**src/rtl/irqc_pkg.sv**
```systemverilog
package irqc_pkg;
    localparam int IDX_W = 3;

    typedef enum logic [IDX_W-1:0] {
        WI_CTRL   = 3'd0,
        WI_CAUSE  = 3'd1,
        WI_MASKED = 3'd2,
        WI_SET    = 3'd3,
        WI_MASK   = 3'd4,
        WI_MSET   = 3'd5,
        WI_MCLR   = 3'd6,
        WI_NONE   = 3'd7
    } word_idx_e;

    typedef struct packed {
        logic wr_ctrl;
        logic wr_cause;
        logic wr_masked;
        logic wr_set;
        logic wr_mask;
        logic wr_mset;
        logic wr_mclr;
        logic rd_cause;
        logic rd_masked;
    } strobe_t;
endpackage

```
**src/rtl/irqc_decode.sv**
```systemverilog
module irqc_decode
    import irqc_pkg::*;
(
    input  logic [IDX_W-1:0] addr,
    input  logic             wr,
    input  logic             rd,
    output strobe_t          strb
);
    always_comb begin
        strb           = '0;
        strb.wr_ctrl   = wr && (addr == WI_CTRL);
        strb.wr_cause  = wr && (addr == WI_CAUSE);
        strb.wr_masked = wr && (addr == WI_MASKED);
        strb.wr_set    = wr && (addr == WI_SET);
        strb.wr_mask   = wr && (addr == WI_MASK);
        strb.wr_mset   = wr && (addr == WI_MSET);
        strb.wr_mclr   = wr && (addr == WI_MCLR);
        strb.rd_cause  = rd && (addr == WI_CAUSE);
        strb.rd_masked = rd && (addr == WI_MASKED);
    end
endmodule

```
**src/rtl/irqc_mask.sv**
```systemverilog
module irqc_mask
    import irqc_pkg::*;
#(
    parameter int W = 32
) (
    input  logic         clk,
    input  logic         rst_n,
    input  strobe_t      strb,
    input  logic [W-1:0] wdata,
    output logic [W-1:0] mask_q
);
    typedef struct packed {
        logic [W-1:0] mask;
    } mstate_t;

    mstate_t st_d, st_q;

    always_comb begin
        st_d = st_q;
        if (strb.wr_mask) begin
            st_d.mask = wdata;
        end
        if (strb.wr_mset) begin
            st_d.mask = st_q.mask | wdata;
        end
        if (strb.wr_mclr) begin
            st_d.mask = st_q.mask & ~wdata;
        end
    end

    always_ff @(posedge clk or negedge rst_n) begin
        if (!rst_n) begin
            st_q.mask <= '1;
        end else begin
            st_q <= st_d;
        end
    end

    assign mask_q = st_q.mask;

    AST_MSET_SETS: assert property (@(posedge clk) disable iff (!rst_n)
        strb.wr_mset |=> ((mask_q & $past(wdata)) == $past(wdata)))
        else $error("mask-set failed");
    AST_MCLR_CLEARS: assert property (@(posedge clk) disable iff (!rst_n)
        strb.wr_mclr |=> ((mask_q & $past(wdata)) == '0))
        else $error("mask-clear failed");
    AST_MASK_HOLDS: assert property (@(posedge clk) disable iff (!rst_n)
        !(strb.wr_mask || strb.wr_mset || strb.wr_mclr) |=> $stable(mask_q))
        else $error("mask changed without write");
endmodule

```
**src/rtl/irqc_cause.sv**
```systemverilog
module irqc_cause
    import irqc_pkg::*;
#(
    parameter int W = 32
) (
    input  logic         clk,
    input  logic         rst_n,
    input  strobe_t      strb,
    input  logic [W-1:0] wdata,
    input  logic [W-1:0] hw_event,
    input  logic [W-1:0] mask_q,
    output logic [W-1:0] ctrl_q,
    output logic [W-1:0] cause_q
);
    typedef struct packed {
        logic [W-1:0] ctrl;
        logic [W-1:0] cause;
    } cstate_t;

    cstate_t      st_d, st_q;
    logic [W-1:0] clr_w1c;
    logic [W-1:0] clr_cor;
    logic [W-1:0] set_sw;

    for (genvar b = 0; b < W; b++) begin : g_bit
        assign clr_w1c[b] = (strb.wr_cause || strb.wr_masked) && wdata[b] && !st_q.ctrl[b];
        assign clr_cor[b] = st_q.ctrl[b] &&
                            (strb.rd_cause || (strb.rd_masked && !mask_q[b]));
        assign set_sw[b]  = strb.wr_set && wdata[b];
    end

    always_comb begin
        st_d = st_q;
        if (strb.wr_ctrl) begin
            st_d.ctrl = wdata;
        end
        st_d.cause = (st_q.cause & ~(clr_w1c | clr_cor)) | set_sw | hw_event;
    end

    always_ff @(posedge clk or negedge rst_n) begin
        if (!rst_n) begin
            st_q <= '0;
        end else begin
            st_q <= st_d;
        end
    end

    assign ctrl_q  = st_q.ctrl;
    assign cause_q = st_q.cause;

    AST_EVENT_WINS: assert property (@(posedge clk) disable iff (!rst_n)
        (hw_event != '0) |=> ((cause_q & $past(hw_event)) == $past(hw_event)))
        else $error("event lost");
    AST_COR_CLEARS: assert property (@(posedge clk) disable iff (!rst_n)
        (strb.rd_cause && hw_event == '0 && !strb.wr_set)
        |=> ((cause_q & $past(ctrl_q)) == '0))
        else $error("clear-on-read left bits");
    AST_W1C_SPARES_COR: assert property (@(posedge clk) disable iff (!rst_n)
        (strb.wr_cause && !strb.rd_cause && !strb.rd_masked)
        |=> ((cause_q & $past(ctrl_q & cause_q)) == $past(ctrl_q & cause_q)))
        else $error("write cleared a clear-on-read bit");
endmodule

```
**src/rtl/irq_cause_ctrl.sv**
```systemverilog
module irq_cause_ctrl
    import irqc_pkg::*;
#(
    parameter int W = 32
) (
    input  logic             clk,
    input  logic             rst_n,
    input  logic [IDX_W-1:0] reg_addr,
    input  logic             reg_wr,
    input  logic [W-1:0]     reg_wdata,
    input  logic             reg_rd,
    output logic [W-1:0]     reg_rdata,
    input  logic [W-1:0]     hw_event,
    output logic             irq_out
);
    typedef struct packed {
        logic [W-1:0] rdata;
    } rstate_t;

    strobe_t      strb;
    logic [W-1:0] mask_q;
    logic [W-1:0] ctrl_q;
    logic [W-1:0] cause_q;
    logic [W-1:0] masked;
    rstate_t      rs_d, rs_q;

    irqc_decode u_dec (
        .addr (reg_addr),
        .wr   (reg_wr),
        .rd   (reg_rd),
        .strb (strb)
    );

    irqc_mask #(.W(W)) u_mask (
        .clk    (clk),
        .rst_n  (rst_n),
        .strb   (strb),
        .wdata  (reg_wdata),
        .mask_q (mask_q)
    );

    irqc_cause #(.W(W)) u_cause (
        .clk      (clk),
        .rst_n    (rst_n),
        .strb     (strb),
        .wdata    (reg_wdata),
        .hw_event (hw_event),
        .mask_q   (mask_q),
        .ctrl_q   (ctrl_q),
        .cause_q  (cause_q)
    );

    assign masked = cause_q & ~mask_q;

    always_comb begin
        rs_d.rdata = '0;
        if (reg_rd) begin
            case (reg_addr)
                WI_CTRL:   rs_d.rdata = ctrl_q;
                WI_CAUSE:  rs_d.rdata = cause_q;
                WI_MASKED: rs_d.rdata = masked;
                WI_MASK:   rs_d.rdata = mask_q;
                default:   rs_d.rdata = '0;
            endcase
        end
    end

    always_ff @(posedge clk or negedge rst_n) begin
        if (!rst_n) begin
            rs_q <= '0;
        end else begin
            rs_q <= rs_d;
        end
    end

    assign reg_rdata = rs_q.rdata;
    assign irq_out   = |masked;

    AST_IRQ_QUIET: assert property (@(posedge clk) disable iff (!rst_n)
        (cause_q == '0) |-> !irq_out)
        else $error("irq without cause");
    AST_WO_READS_ZERO: assert property (@(posedge clk) disable iff (!rst_n)
        (reg_rd && (reg_addr == WI_SET || reg_addr == WI_MSET ||
                    reg_addr == WI_MCLR || reg_addr == WI_NONE)) |=> (reg_rdata == '0))
        else $error("write-only word read nonzero");
    AST_IDLE_ZERO: assert property (@(posedge clk) disable iff (!rst_n)
        !reg_rd |=> (reg_rdata == '0))
        else $error("read data without read");
endmodule

```
**config.mk**
```make
export PLATFORM = sky130hd
export DESIGN_NAME = irq_cause_ctrl
export DESIGN_NICKNAME = d
export VERILOG_FILES = /design/src/rtl/irqc_pkg.sv /design/src/rtl/irqc_decode.sv /design/src/rtl/irqc_mask.sv /design/src/rtl/irqc_cause.sv /design/src/rtl/irq_cause_ctrl.sv
export SDC_FILE = /design/constraint.sdc
export NUM_CORES = 1
export LEC_CHECK = 0
export BUFFER_PORTS_ARGS = -buffer_cell sky130_fd_sc_hd__buf_2
export CAP_MARGIN = 20
export CELL_PAD_IN_SITES_DETAIL_PLACEMENT = 0
export CELL_PAD_IN_SITES_GLOBAL_PLACEMENT = 1
export CORE_MARGIN = 2
export CORE_UTILIZATION = 40
export DETAILED_ROUTE_END_ITERATION = 12
export PLACE_DENSITY = 0.79
export SLEW_MARGIN = 15
export SYNTH_ARGS = -nofsm -noshare
export SYNTH_HDL_FRONTEND = slang
export SYNTH_SLANG_ARGS = --single-unit
```
**constraint.sdc**
```tcl
create_clock -name clk -period 1.05 [get_ports clk]
set_clock_uncertainty 0.05 [all_clocks]
set_input_delay 0.0525 -clock clk [delete_from_list [all_inputs] [get_ports clk]]
set_output_delay 0.0525 -clock clk [all_outputs]
set_load 0.01 [all_outputs]
```
==> results.sh <==
export IMPL_outcome="finished, violations left"
export IMPL_violations_in_the_final_reports="negative setup slack"
export IMPL_synth_area_per_cell_sq_um=9.98
export IMPL_max_slew_margin_rel_pct=70.1
export IMPL_cp_data_arrival_time_ns=1.80
export IMPL_ir_drop_mv=1.26
export IMPL_critical_path_max_stage_delay_ns=0.55
export IMPL_port_buffers=103
export IMPL_cell_chain_of_the_critical_path="o22ai_4 -> nor4_4 -> buf_4 -> nand4_1 -> buf_2"
export IMPL_antenna_found_initial=1
export IMPL_finalWorstPathRequiredPeriod_ns=1.90
export IMPL_post_drt_antenna_nets=0
export IMPL_avgViaCountPerCell=5.83
export IMPL_totalPowerFinal_mw=18.5
export IMPL_power_static_leakage_nw=4.83
export IMPL_pwr_density_cell_nw_per_um2=1710
export IMPL_grt_start_max_net_pins=53
export IMPL_hold_violations=0
export IMPL_die_w_um=134
export IMPL_ys_types=29
export IMPL_met2RoutedLength_mm=12.1
export IMPL_cts_sinks=128
export IMPL_detail_route_iter0_violations=580
export IMPL_timing_hold_worst_class="primary input to asynchronous set/reset pin"
export IMPL_floorplan_rows=47
export IMPL_floorplan_die_height_um=134
export IMPL_post_layout_nonfiller_instances=1205
export IMPL_floorplan_initialDensity_pct=40.6
export IMPL_drive_above_1_share_pct=53.1
export IMPL_tritoncts="built"
export IMPL_syn_instance_count=673
export IMPL_worstMarginPinSlew_ns=0.448
export IMPL_wl_met3_mm=1.71
export IMPL_critPathCaptureType="output pin"
export IMPL_clock_fmax_ghz=0.526
export IMPL_setup_worst_path_class="flip-flop to output pin"
export IMPL_synth_warning_count=0
export IMPL_routedWlPerCell_um=20.7
export IMPL_worst_setup_hold_path_clk_slew_ns=0.06
export IMPL_worstSkewPairLatency_ns=0.42
export IMPL_h_tree_depth=4
export IMPL_timing_critical_path_depth=5
export IMPL_worstPathMaxFanout=2
export IMPL_diodes=0
export IMPL_placed_cells_incl_taps=1087
export IMPL_cts_root_buffer="sky130_fd_sc_hd__clkbuf_16"
export IMPL_setup_tns_final_ns=-6.06
export IMPL_detail_route_drc_violations=0
export IMPL_flow_area_growth_from_synthesis_pct=61.7
export IMPL_fillerInstances=1209
export IMPL_gr_total_overflow=0
export IMPL_worst_endpoint_required_ns=0.95
export IMPL_grt_pass1_vias=7301
export IMPL_setup_repair_after_global_routing_missed_its_margin="true"
export IMPL_top_layer="met5"
export IMPL_startpoint_type="flip-flop"
export IMPL_synth_async_sr_flop_share_pct=100
export IMPL_core_area_sq_um=16500
export IMPL_register_area_share_after_synthesis_pct=48.3
export IMPL_synth_ff_latch_count=128
export IMPL_die_area_sq_um=17800
export IMPL_buffers_plus_inverters_on_the_worst_setup_path=2
export IMPL_drtPass1Iterations=5
export IMPL_globalplace_congestion=0.857
export IMPL_via_count=7024
export IMPL_synth_area_sq_um=6720
export IMPL_final_setup_viol_count=47
export IMPL_post_synth_top_flop="sky130_fd_sc_hd__dfrtp_1"
export IMPL_critical_path_top_delay_family="flip-flops"
export IMPL_final_stage_net_count=1043
export IMPL_wl_met1_mm=10.3
export IMPL_clock_tree_buffer_depth=2
export IMPL_synth_edff_count=0
export IMPL_floorplan_io_pins=104
export IMPL_report_final_slew_viol_count=0
export IMPL_cp_slowest_cell="sky130_fd_sc_hd__dfstp_2"
export IMPL_final_setup_worst_slack_ns=-0.852
export IMPL_detail_route_wirelength_mm=24.9
export IMPL_cap_violations=0
export IMPL_syn_nets=744
export IMPL_cts_buffers_inserted=17
export IMPL_worstRegToRegCells=5
export IMPL_detailed_placement_wirelength_estimate_mm=14.9
export IMPL_post_route_fraction_of_the_period_consumed_by_the_critical_path_pct=181
export IMPL_grt_pass1_wl_mm=38.1
export IMPL_grt_use_total_pct=27.3
## power by group
part | switching [mW] | total, mW | internal, mW
Clock | 2.12 | 5.80 | 3.68
Combinational | 2.78 | 6.09 | 3.30
Sequential | 0.745 | 6.66 | 5.91
Total | 5.65 | 18.5 | 12.9
## layer usage
metal  vias up  track usage (%)
met5         -                0
met4         2             10.7
met3        68             6.81
met2       337             45.9
met1      3498             33.8
li1       3119                -
## state kept, by name, indices dropped and copies added (netlist names)
register         count
u_cause.cause_q     32
u_mask.mask_q       32
u_cause.ctrl_q      32
reg_rdata           32
## tightest hold or removal path: stages
cell	delay [ns]
sky130_fd_sc_hd__dlygate4sd3_1	0.53
sky130_fd_sc_hd__buf_4	0.15
sky130_fd_sc_hd__buf_12	0.23
## cells by family after synthesis
kind of cell           synth area share [%]
buffers and inverters                  5.87
flip-flops                             48.3
multiplexers                           5.37
AO/OA/AOI/OAI                          31.8
AND/OR/NAND/NOR                        8.63
## final timing paths
check | startpoint | endpoint | slack [ns]
setup / recovery | u_mask.mask_q[20] | irq_out | -0.85
hold / removal | rst_n | u_cause.ctrl_q[2] | 0.12
setup reg to reg | u_mask.mask_q[31] | reg_rdata[31] | -0.24
hold reg to reg | u_cause.ctrl_q[15] | u_cause.ctrl_q[15] | 0.52
max in group asynchronous | rst_n | u_mask.mask_q[28] | 0.37
min in group clk | reg_rd | reg_rdata[30] | 0.19
## area by class of cell
| cell class | instances | area, sq um | share of cell area, % |
|---|---|---|---|
| repair buffers | 331 | 2870 | 26.4 |
| clock inverters | 5 | 50.0 | 0.461 |
| multi-input cells | 461 | 3770 | 34.7 |
| flip-flops and latches | 128 | 3240 | 29.9 |
| inverters | 33 | 124 | 1.14 |
| well taps | 220 | 275 | 2.53 |
| clock buffers | 27 | 533 | 4.91 |
## layout by cell type, fill, tap and decap left out, types with 2 or more instances in the layout
master,synthesis,final
sky130_fd_sc_hd__o22ai_4,0,2
sky130_fd_sc_hd__a211o_1,32,32
sky130_fd_sc_hd__mux2_2,32,23
sky130_fd_sc_hd__clkbuf_1,27,3
sky130_fd_sc_hd__nand2_1,34,34
sky130_fd_sc_hd__clkinv_2,0,4
sky130_fd_sc_hd__buf_2,9,101
sky130_fd_sc_hd__o22ai_1,10,7
sky130_fd_sc_hd__buf_12,0,21
sky130_fd_sc_hd__a211oi_1,32,9
sky130_fd_sc_hd__nor3_2,0,2
sky130_fd_sc_hd__nand3_2,0,2
sky130_fd_sc_hd__nand2b_4,2,5
sky130_fd_sc_hd__a22oi_2,0,32
sky130_fd_sc_hd__dfstp_2,32,32
sky130_fd_sc_hd__a21oi_4,0,5
sky130_fd_sc_hd__o2111ai_4,0,2
sky130_fd_sc_hd__mux2_4,0,9
sky130_fd_sc_hd__a21oi_1,131,83
sky130_fd_sc_hd__a211oi_2,0,23
sky130_fd_sc_hd__o21ai_1,1,2
sky130_fd_sc_hd__nor2_1,35,29
sky130_fd_sc_hd__or3b_4,0,2
sky130_fd_sc_hd__buf_4,6,96
sky130_fd_sc_hd__nand3_1,32,30
sky130_fd_sc_hd__dfrtp_1,96,96
sky130_fd_sc_hd__nand2b_1,10,7
sky130_fd_sc_hd__clkbuf_16,0,19
sky130_fd_sc_hd__o21ai_0,32,28
sky130_fd_sc_hd__a21oi_2,0,43
sky130_fd_sc_hd__nor2_2,2,7
sky130_fd_sc_hd__buf_6,6,46
sky130_fd_sc_hd__o21ai_2,0,3
sky130_fd_sc_hd__dlygate4sd3_1,0,65
sky130_fd_sc_hd__o2111ai_2,30,30
sky130_fd_sc_hd__o2111ai_1,5,3
sky130_fd_sc_hd__clkbuf_8,0,7
sky130_fd_sc_hd__inv_1,33,32
## through the flow
| step | hold WS [ns] | area, sq um | utilization (%) | setup WS (ns) |
|---|---|---|---|---|
| 2_1_floorplan | -0.293 | 6990 | - | -0.186 |
| 5_1_grt | 0.167 | 10900 | 65.7 | -0.927 |
| 3_5_place_dp | 0.0265 | 8770 | 53.1 | -0.576 |
| 4_1_cts | 0.140 | 10400 | 62.9 | -0.941 |
| 3_3_place_gp | 0.0231 | 8770 | 53.1 | -0.600 |
| 6_report | 0.117 | 10900 | 65.7 | -0.852 |
## what timing repair did
item | in CTS | in global routing
pin swaps | 45 | 52
gates resized for setup | 80 | 79
hold endpoints to repair | 217 | 0
hold buffers | 65 | 0
gates cloned | 0 | 2
buffers inserted | 10 | 18
setup endpoints to repair | 42 | 108
## Yosys cell counts (2+ instances only)
master | instances | area (sq um)
sky130_fd_sc_hd__a211o_1 | 32 | 280
sky130_fd_sc_hd__a211oi_1 | 32 | 240
sky130_fd_sc_hd__a21oi_1 | 131 | 656
sky130_fd_sc_hd__a22oi_1 | 32 | 240
sky130_fd_sc_hd__buf_1 | 3 | 11.3
sky130_fd_sc_hd__buf_2 | 9 | 45.0
sky130_fd_sc_hd__buf_4 | 6 | 45.0
sky130_fd_sc_hd__buf_6 | 6 | 67.6
sky130_fd_sc_hd__clkbuf_1 | 27 | 101
sky130_fd_sc_hd__dfrtp_1 | 96 | 2400
sky130_fd_sc_hd__dfstp_2 | 32 | 841
sky130_fd_sc_hd__inv_1 | 33 | 124
sky130_fd_sc_hd__mux2_2 | 32 | 360
sky130_fd_sc_hd__nand2_1 | 34 | 128
sky130_fd_sc_hd__nand2b_1 | 10 | 62.6
sky130_fd_sc_hd__nand2b_4 | 2 | 27.5
sky130_fd_sc_hd__nand3_1 | 32 | 160
sky130_fd_sc_hd__nor2_1 | 35 | 131
sky130_fd_sc_hd__nor2_2 | 2 | 12.5
sky130_fd_sc_hd__nor3_1 | 3 | 15.0
sky130_fd_sc_hd__o2111ai_1 | 5 | 43.8
sky130_fd_sc_hd__o2111ai_2 | 30 | 450
sky130_fd_sc_hd__o21ai_0 | 32 | 160
sky130_fd_sc_hd__o22ai_1 | 10 | 62.6
sky130_fd_sc_hd__or2_1 | 2 | 12.5
sky130_fd_sc_hd__or3b_1 | 2 | 17.5
(Power assumes the default switching activity.)
